[src/rtl/beam_index_pkg.sv]
package beam_index_pkg;

  // Strobes the control sends to the datapath, one per non-root stage.
  typedef struct packed {
    logic frontLoad;   // capture pixel and host constants
    logic sumLoad;     // capture squared sum and beam decision
    logic finalLoad;   // capture index and flag
  } stageStrobes_t;

endpackage

[src/rtl/beam_index_ctrl.sv]
module beam_index_ctrl
  import beam_index_pkg::*;
#(
  parameter int ROOT_W = 13
) (
  input  logic              clk,
  input  logic              rstN,
  input  logic              inValid,
  output stageStrobes_t     strobes,
  output logic [ROOT_W-1:0] rootLoad,
  output logic              outValid
);

  localparam int PIPE_LEN = ROOT_W + 3;
  localparam int CNT_W    = $clog2(PIPE_LEN + 1);

  logic [PIPE_LEN-1:0] validPipe;

  always_ff @(posedge clk) begin
    if (!rstN) validPipe <= '0;
    else       validPipe <= {validPipe[PIPE_LEN-2:0], inValid};
  end

  always_comb begin
    strobes.frontLoad = inValid;
    strobes.sumLoad   = validPipe[0];
    strobes.finalLoad = validPipe[ROOT_W+1];
  end

  assign rootLoad = validPipe[ROOT_W:1];
  assign outValid = validPipe[ROOT_W+2];

  // Cycles since reset, saturating; used only by the fill check below.
  logic [CNT_W-1:0] fillCnt;

  always_ff @(posedge clk) begin
    if (!rstN)                      fillCnt <= '0;
    else if (fillCnt != CNT_W'(PIPE_LEN)) fillCnt <= fillCnt + 1'b1;
  end

  // a result can only appear once a pixel has crossed every stage.
  assert_fill_before_output_R1: assert property (@(posedge clk) disable iff (!rstN)
    outValid |-> (fillCnt == CNT_W'(PIPE_LEN)));

endmodule

[src/rtl/beam_index_dp.sv]
module beam_index_dp
  import beam_index_pkg::*;
#(
  parameter int COORD_W    = 12,
  parameter int CONST_W    = 16,
  parameter int CONST_FRAC = 8,
  parameter int IDX_W      = 11
) (
  input  logic                   clk,
  input  logic                   rstN,
  input  stageStrobes_t          strobes,
  input  logic [COORD_W:0]       rootLoad,
  input  logic [COORD_W-1:0]     pixAz,
  input  logic [COORD_W-1:0]     pixRange,
  input  logic [COORD_W-1:0]     projAz,
  input  logic [COORD_W:0]       minRange,
  input  logic [CONST_W-1:0]     beamConst,
  output logic [IDX_W-1:0]       sampleIdx,
  output logic                   inBeam
);

  localparam int ROOT_W = COORD_W + 1;
  localparam int SUM_W  = 2 * COORD_W + 1;
  localparam int RAD_W  = 2 * ROOT_W;
  localparam int REM_W  = ROOT_W + 1;
  localparam int CMP_W  = COORD_W + CONST_W;

  // ---------------- stage 1: offsets and constant capture ----------------
  logic [COORD_W-1:0] absAz;
  assign absAz = (pixAz >= projAz) ? (pixAz - projAz) : (projAz - pixAz);

  logic [COORD_W-1:0] s1AbsAz, s1Rng;
  logic [CONST_W-1:0] s1Beam;
  logic [ROOT_W-1:0]  s1Min;

  always_ff @(posedge clk) begin
    if (!rstN) begin
      s1AbsAz <= '0; s1Rng <= '0; s1Beam <= '0; s1Min <= '0;
    end else if (strobes.frontLoad) begin
      s1AbsAz <= absAz;
      s1Rng   <= pixRange;
      s1Beam  <= beamConst;
      s1Min   <= minRange;
    end
  end

  // ---------------- stage 2: squares, sum and beam test ----------------
  logic [2*COORD_W-1:0] sqAz, sqRng;
  logic [SUM_W-1:0]     sumNext;
  logic [CMP_W-1:0]     beamLhs, beamRhs;

  assign sqAz    = s1AbsAz * s1AbsAz;
  assign sqRng   = s1Rng * s1Rng;
  assign sumNext = {1'b0, sqAz} + {1'b0, sqRng};
  assign beamLhs = CMP_W'({s1AbsAz, {CONST_FRAC{1'b0}}});
  assign beamRhs = s1Beam * s1Rng;

  logic [SUM_W-1:0]  s2Sum;
  logic              s2BeamOk;
  logic [ROOT_W-1:0] s2Min;

  always_ff @(posedge clk) begin
    if (!rstN) begin
      s2Sum <= '0; s2BeamOk <= 1'b0; s2Min <= '0;
    end else if (strobes.sumLoad) begin
      s2Sum    <= sumNext;
      s2BeamOk <= (beamLhs <= beamRhs);
      s2Min    <= s1Min;
    end
  end

  // ---------------- square root: one result bit per stage ----------------
  genvar i;
  generate
    for (i = 0; i < ROOT_W; i++) begin : stg
      localparam int RIN = RAD_W - 2 * i;

      logic [RIN-1:0]    radIn;
      logic [REM_W-1:0]  remIn;
      logic [ROOT_W-1:0] rootIn;
      logic              okIn;
      logic [ROOT_W-1:0] minIn;

      if (i == 0) begin : head
        assign radIn  = RIN'(s2Sum);
        assign remIn  = '0;
        assign rootIn = '0;
        assign okIn   = s2BeamOk;
        assign minIn  = s2Min;
      end else begin : link
        assign radIn  = stg[i-1].keep.radQ;
        assign remIn  = stg[i-1].remQ;
        assign rootIn = stg[i-1].rootQ;
        assign okIn   = stg[i-1].okQ;
        assign minIn  = stg[i-1].minQ;
      end

      logic [REM_W+1:0] remShift, trial, remNext;
      logic             takeBit;

      assign remShift = {remIn, radIn[RIN-1 -: 2]};
      assign trial    = (REM_W+2)'({rootIn, 2'b01});
      assign takeBit  = (remShift >= trial);
      assign remNext  = takeBit ? (remShift - trial) : remShift;

      logic [REM_W-1:0]  remQ;
      logic [ROOT_W-1:0] rootQ;
      logic              okQ;
      logic [ROOT_W-1:0] minQ;

      always_ff @(posedge clk) begin
        if (!rstN) begin
          remQ <= '0; rootQ <= '0; okQ <= 1'b0; minQ <= '0;
        end else if (rootLoad[i]) begin
          remQ  <= remNext[REM_W-1:0];
          rootQ <= {rootIn[ROOT_W-2:0], takeBit};
          okQ   <= okIn;
          minQ  <= minIn;
        end
      end

      if (i < ROOT_W - 1) begin : keep
        logic [RIN-3:0] radQ;
        always_ff @(posedge clk) begin
          if (!rstN)              radQ <= '0;
          else if (rootLoad[i])   radQ <= radIn[RIN-3:0];
        end
      end
    end
  endgenerate

  logic [ROOT_W-1:0] rootF, minF;
  logic [REM_W-1:0]  remF;
  logic              okF;

  assign rootF = stg[ROOT_W-1].rootQ;
  assign minF  = stg[ROOT_W-1].minQ;
  assign remF  = stg[ROOT_W-1].remQ;
  assign okF   = stg[ROOT_W-1].okQ;

  // the remainder never exceeds twice the root, so the root is the floor.
  assert_root_remainder_R3: assert property (@(posedge clk) disable iff (!rstN)
    strobes.finalLoad |-> (remF <= {rootF, 1'b0}));

  // ---------------- final stage: offset, window and flag ----------------
  logic [ROOT_W:0]   idxDiff;
  logic              inWindow, keepPix;

  assign idxDiff  = {1'b0, rootF} - {1'b0, minF};
  assign inWindow = !idxDiff[ROOT_W] && ((idxDiff[ROOT_W-1:0] >> IDX_W) == '0);
  assign keepPix  = okF && inWindow;

  always_ff @(posedge clk) begin
    if (!rstN) begin
      inBeam    <= 1'b0;
      sampleIdx <= '0;
    end else if (strobes.finalLoad) begin
      inBeam    <= keepPix;
      sampleIdx <= keepPix ? idxDiff[IDX_W-1:0] : '0;
    end else begin
      inBeam    <= 1'b0;
      sampleIdx <= '0;
    end
  end

  // an empty slot leaves the block with a clear flag and a zero address.
  assert_idle_slot_clear_R9: assert property (@(posedge clk) disable iff (!rstN)
    !strobes.finalLoad |=> (!inBeam && sampleIdx == '0));

  // a rejected pixel never carries a non-zero address.
  assert_reject_zero_index_R7: assert property (@(posedge clk) disable iff (!rstN)
    !inBeam |-> (sampleIdx == '0));

endmodule

[src/rtl/beam_index_calc.sv]
module beam_index_calc
  import beam_index_pkg::*;
#(
  parameter int COORD_W    = 12,
  parameter int CONST_W    = 16,
  parameter int CONST_FRAC = 8,
  parameter int IDX_W      = 11
) (
  input  logic                 clk,
  input  logic                 rstN,
  input  logic                 inValid,
  input  logic [COORD_W-1:0]   pixAz,
  input  logic [COORD_W-1:0]   pixRange,
  input  logic [COORD_W-1:0]   projAz,
  input  logic [COORD_W:0]     minRange,
  input  logic [CONST_W-1:0]   beamConst,
  output logic                 outValid,
  output logic [IDX_W-1:0]     sampleIdx,
  output logic                 inBeam
);

  localparam int ROOT_W = COORD_W + 1;

  stageStrobes_t     strobes;
  logic [ROOT_W-1:0] rootLoad;

  beam_index_ctrl #(.ROOT_W(ROOT_W)) u_ctrl (
    .clk      (clk),
    .rstN     (rstN),
    .inValid  (inValid),
    .strobes  (strobes),
    .rootLoad (rootLoad),
    .outValid (outValid)
  );

  beam_index_dp #(
    .COORD_W    (COORD_W),
    .CONST_W    (CONST_W),
    .CONST_FRAC (CONST_FRAC),
    .IDX_W      (IDX_W)
  ) u_dp (
    .clk       (clk),
    .rstN      (rstN),
    .strobes   (strobes),
    .rootLoad  (rootLoad),
    .pixAz     (pixAz),
    .pixRange  (pixRange),
    .projAz    (projAz),
    .minRange  (minRange),
    .beamConst (beamConst),
    .sampleIdx (sampleIdx),
    .inBeam    (inBeam)
  );

  // the outputs come out of reset idle.
  assert_reset_idle_R8: assert property (@(posedge clk)
    !rstN |=> (!outValid && !inBeam && sampleIdx == '0));

endmodule

[config.mk]
export PLATFORM = sky130hd
export DESIGN_NAME = beam_index_calc
export DESIGN_NICKNAME = d
export VERILOG_FILES = /design/src/rtl/beam_index_pkg.sv /design/src/rtl/beam_index_ctrl.sv /design/src/rtl/beam_index_dp.sv /design/src/rtl/beam_index_calc.sv
export SDC_FILE = /design/constraint.sdc
export NUM_CORES = 2
export LEC_CHECK = 0
export ABC_AREA = 1
export BUFFER_PORTS_ARGS = -buffer_cell sky130_fd_sc_hd__buf_2
export CAP_MARGIN = 5
export CORE_MARGIN = 2
export CORE_UTILIZATION = 38
export DETAILED_ROUTE_END_ITERATION = 12
export PLACE_DENSITY = 0.61
export SLEW_MARGIN = 20
export SYNTH_ARGS = -nofsm -noshare
export SYNTH_HDL_FRONTEND = slang
export SYNTH_SLANG_ARGS = --single-unit
[constraint.sdc]
create_clock -name clk -period 7.75 [get_ports clk]
set_clock_uncertainty 0.15 [all_clocks]
set_input_delay 0.775 -clock clk [delete_from_list [all_inputs] [get_ports clk]]
set_output_delay 0.775 -clock clk [all_outputs]
set_load 0.05 [all_outputs]
==> metrics.md <==
| Metric | Value |
|---|---|
| Status | `completed` |
| Area Growth Syn to Fin | `9.25%` |
| Post_cts resized | `0` |
| Routability Congestion | `0.898` |
| Hold Violations, Final | `0` |
| Static leakage | `roughly 0.027 uW` |
| Crit path DAT | `about 7.4 ns` |
| Min-delay worst type | `in2reg` |
| Die Wd | `354 microns` |
| Starting density of the core | `38.3%` |
| DRC viols | `0` |
| #FFs+latches synth | `695` |
| Via Count | `38695` |
| Fmax | `143 MHz` |
| Seq pwr share | `36.3%` |
| Finished Core Util | `41.9%` |
| Netlist cell types | `63` |
| Hold buffers post-CTS | `0` |
| Clk buf depth | `3` |
| Via density | `slightly below 5` |
| Min Tclk post-route | `6.99 ns` |
| DP Wirelength | `89900 microns` |
| Worst-path fanout max | `24` |
| Overall Power | `10300 uW` |
| Post-CTS setup buffers | `0` |
| EDFF count, synth | `0` |
| CP startpoint kind | `flop` |
| Fin area | `50900 sq um` |
| Max-slew headroom | `34.6%` |
| Initial antenna violation count | `2` |
| Combinational power share | `a little over a quarter` |
| Count of pins over their slew limit | `0` |
| Ys async rst share | `0%` |
| Io pins | `81` |
| Period utilisation layout | `90.2%` |
| Placed cell areas | `48300 sq um` |
| Setup violations, final | `0` |
| PwrDens | `203 nW/um^2` |
| Clk sinks | `slightly below 700` |
| Clock share of power | `36.6%` |
| Die area | `126000 sq um` |
| H-tree depth | `3` |
| Synth Cell Area | `about 47000 sq um` |
| Reg clk slew, reported paths | `0.06 ns` |
| Fin nets | `between 6000 and 7000` |
| RSZ-0062 raised after global routing | `false` |
| Grt total ovfl | `0` |
| Setup CP Type | `reg2reg` |
| IO buf count | `80` |
| Max VDD drop | `~160 uV` |
| Cells after Synth | `6276` |
| Worst setup EP type | `flop` |
| FP Rows | `approximately 130` |
| Number of global-route vias before repair | `approximately 39000` |
| Psw | `3490 uW` |
| Max-cap viol count | `0` |
| CTS root buffer | `clkbuf_16` |
| Clk_lat worst skew | `0.64 ns` |
| Routed WL | `121000 microns` |
| Wire per inst | `approximately 15 microns` |
| Largest net degree at the start of global routing | `between 150 and 200` |
| Synth Flop Type | `dfxtp_1` |
| Core area | `around 120000 sq um` |
| Syn Nets | `approximately 7000` |
| Least-Margin Pin Slew | `0.975 ns` |
| Layout cells sized above 1 | `around 5.4%` |
| Syn Area/Cell | `7.43 sq um` |
| Part of the Yosys area used for sequential elements | `29.8%` |
| Final setup TNS | `0 ns` |
| CP required | `8.15 ns` |
| DR pass1 iterations | `5` |
| Clock tree from TritonCTS | `done` |
| Yosys warnings | `0` |
| First-pass GRT wire length | `201000 microns` |
| GRT Total Usage | `19.4%` |
| Die H | `354 microns` |
| Sw Ratio | `33.7%` |
| CTS Buf Count | `78` |
| Post-route ant nets | `0` |
| Int Pwr | `6860 uW` |
| Iter 0 DRT Violations | `2409` |
kinds of logic after synthesis:
family / Yosys count / synth area share, %
compound gates: 1225 / 14.0
simple gates: 2216 / 19.1
xor+xnor: 143 / 2.69
mux: 1 / 0.0241
fa+ha+maj: 670 / 23.6
flops: 695 / 29.8
buf+inv: 1326 / 10.8
metrics by stage:
step	hold WS [ns]	instances	setup WS, ns
final	0.188	7879	0.759
after global routing	0.177	7878	0.369
after CTS	0.152	7878	0.742
after detailed placement	0.287	7740	0.796
after global placement	0.288	7740	0.720
after floorplan	0.254	6276	1.38
power by group through the flow:
stage               combinational (uW)  sequential [uW]  clock (uW)
floorplan                         2090             3760           0
global placement                  2810             3830           0
detailed placement                2790             3830           0
CTS                               2830             3760        3890
global route                      3250             3770        4040
finish                            2800             3760        3790
worst max-delay path, cell delays in order (launching register included):
cell,delay [ns]
dfxtp_1,0.65
buf_4,0.40
nand2_1,0.15
inv_1,0.09
fa_1,0.45
fa_1,0.52
fa_1,0.53
fa_1,0.55
inv_1,0.06
fa_1,0.52
fa_1,0.53
fa_1,0.56
inv_1,0.05
ha_1,0.37
nand2_1,0.14
nor3_1,0.43
nand4_1,0.26
nand4_1,0.19
or2_2,0.12
nand3_1,0.05
nand2_1,0.08
inv_1,0.03
cells in the final DEF (no fill, tap or decap), drive strengths merged, types with 25 or more instances in the layout:
master / n
nand2: 1051
inv: 1029
nor2: 910
dfxtp: 695
o21ai: 680
a21oi: 425
fa: 347
ha: 323
nand3: 143
buf: 133
clkbuf: 109
xor2: 84
xnor2: 59
nand4: 42
o211ai: 33
nor3: 26
clkinv: 25
state kept, by name, indices dropped and copies added (netlist names), 13 cells and up:
| register | cells |
|---|---|
| u_dp.rootF | 13 |
| u_dp.s1Beam | 16 |
| u_dp.stg.keep.radQ | 150 |
| u_dp.stg.remQ | 132 |
| u_dp.stg.minIn | 13 |
| u_dp.stg.rootQ | 68 |
| u_dp.s2Sum | 25 |
| u_dp.minF | 13 |
| u_dp.stg.remIn | 14 |
| u_dp.stg.minQ | 143 |
| u_dp.s2Min | 13 |
| u_dp.s1Min | 13 |
| u_ctrl.validPipe | 16 |
worst paths after layout:
path                              startpoint                              end  slack, ns  depth (start not counted)
max               u_dp.s1Rng[9]$_SDFFE_PN0P_      u_dp.s2Sum[24]$_SDFFE_PN0P_       0.76                         21
min                              pixRange[0]       u_dp.s1Rng[0]$_SDFFE_PN0P_       0.19                          3
max reg2reg       u_dp.s1Rng[9]$_SDFFE_PN0P_      u_dp.s2Sum[24]$_SDFFE_PN0P_       0.76                         21
min reg2reg  u_ctrl.validPipe[14]$_SDFF_PN0_  u_ctrl.validPipe[15]$_SDFF_PN0_       0.30                          2
layer usage:
metal | vias to the layer above | routed length [microns] | track usage, %
li1 | 19487 | - | -
met1 | 18319 | 59600 | 27.5
met2 | 715 | 53800 | 31.0
met3 | 170 | 4830 | 2.34
met4 | 4 | 2970 | 5.41
met5 | - | 23 | 0
cell type report:
type,count,area [sq um]
Clock buffer,109,2190
Inverter,1032,3880
Clock inverter,29,429
Antenna cell,1,2.50
Timing Repair Buffer,133,833
Sequential cell,695,13900
Fill cell,12596,70800
Multi-Input combinational cell,4255,27700
Tap cell,1625,2030
synth_stat cells (3+ instances only):
master | n | share of area, %
a21oi_2 | 9 | 0.17
buf_2 | 11 | 0.12
o21ai_0 | 647 | 6.9
o211ai_1 | 33 | 0.53
fa_1 | 347 | 15
nand2_4 | 4 | 0.097
o21ai_2 | 3 | 0.056
buf_4 | 6 | 0.097
nand3_1 | 141 | 1.5
nor4_1 | 13 | 0.17
a211oi_1 | 4 | 0.064
or2_1 | 4 | 0.054
buf_1 | 30 | 0.24
o21a_1 | 8 | 0.13
nand3b_1 | 10 | 0.16
xnor2_1 | 59 | 1.1
clkinv_1 | 7 | 0.056
inv_2 | 14 | 0.11
buf_6 | 3 | 0.072
a31oi_1 | 15 | 0.20
inv_1 | 1010 | 8.1
dfxtp_1 | 695 | 30
nand2_1 | 1029 | 8.3
o21bai_1 | 13 | 0.21
or2_2 | 12 | 0.16
o2111ai_1 | 5 | 0.094
nand4_1 | 42 | 0.56
o21ai_1 | 30 | 0.32
nor2_2 | 10 | 0.13
ha_1 | 323 | 8.7
a21o_1 | 15 | 0.24
nor3_1 | 26 | 0.28
o221ai_1 | 4 | 0.075
a21boi_0 | 6 | 0.097
clkbuf_1 | 241 | 1.9
xor2_1 | 84 | 1.6
nand2_2 | 18 | 0.24
nor2_4 | 3 | 0.072
a21oi_1 | 415 | 4.5
nor2_1 | 897 | 7.2
Note: power is estimated with default switching activity, not from simulation.
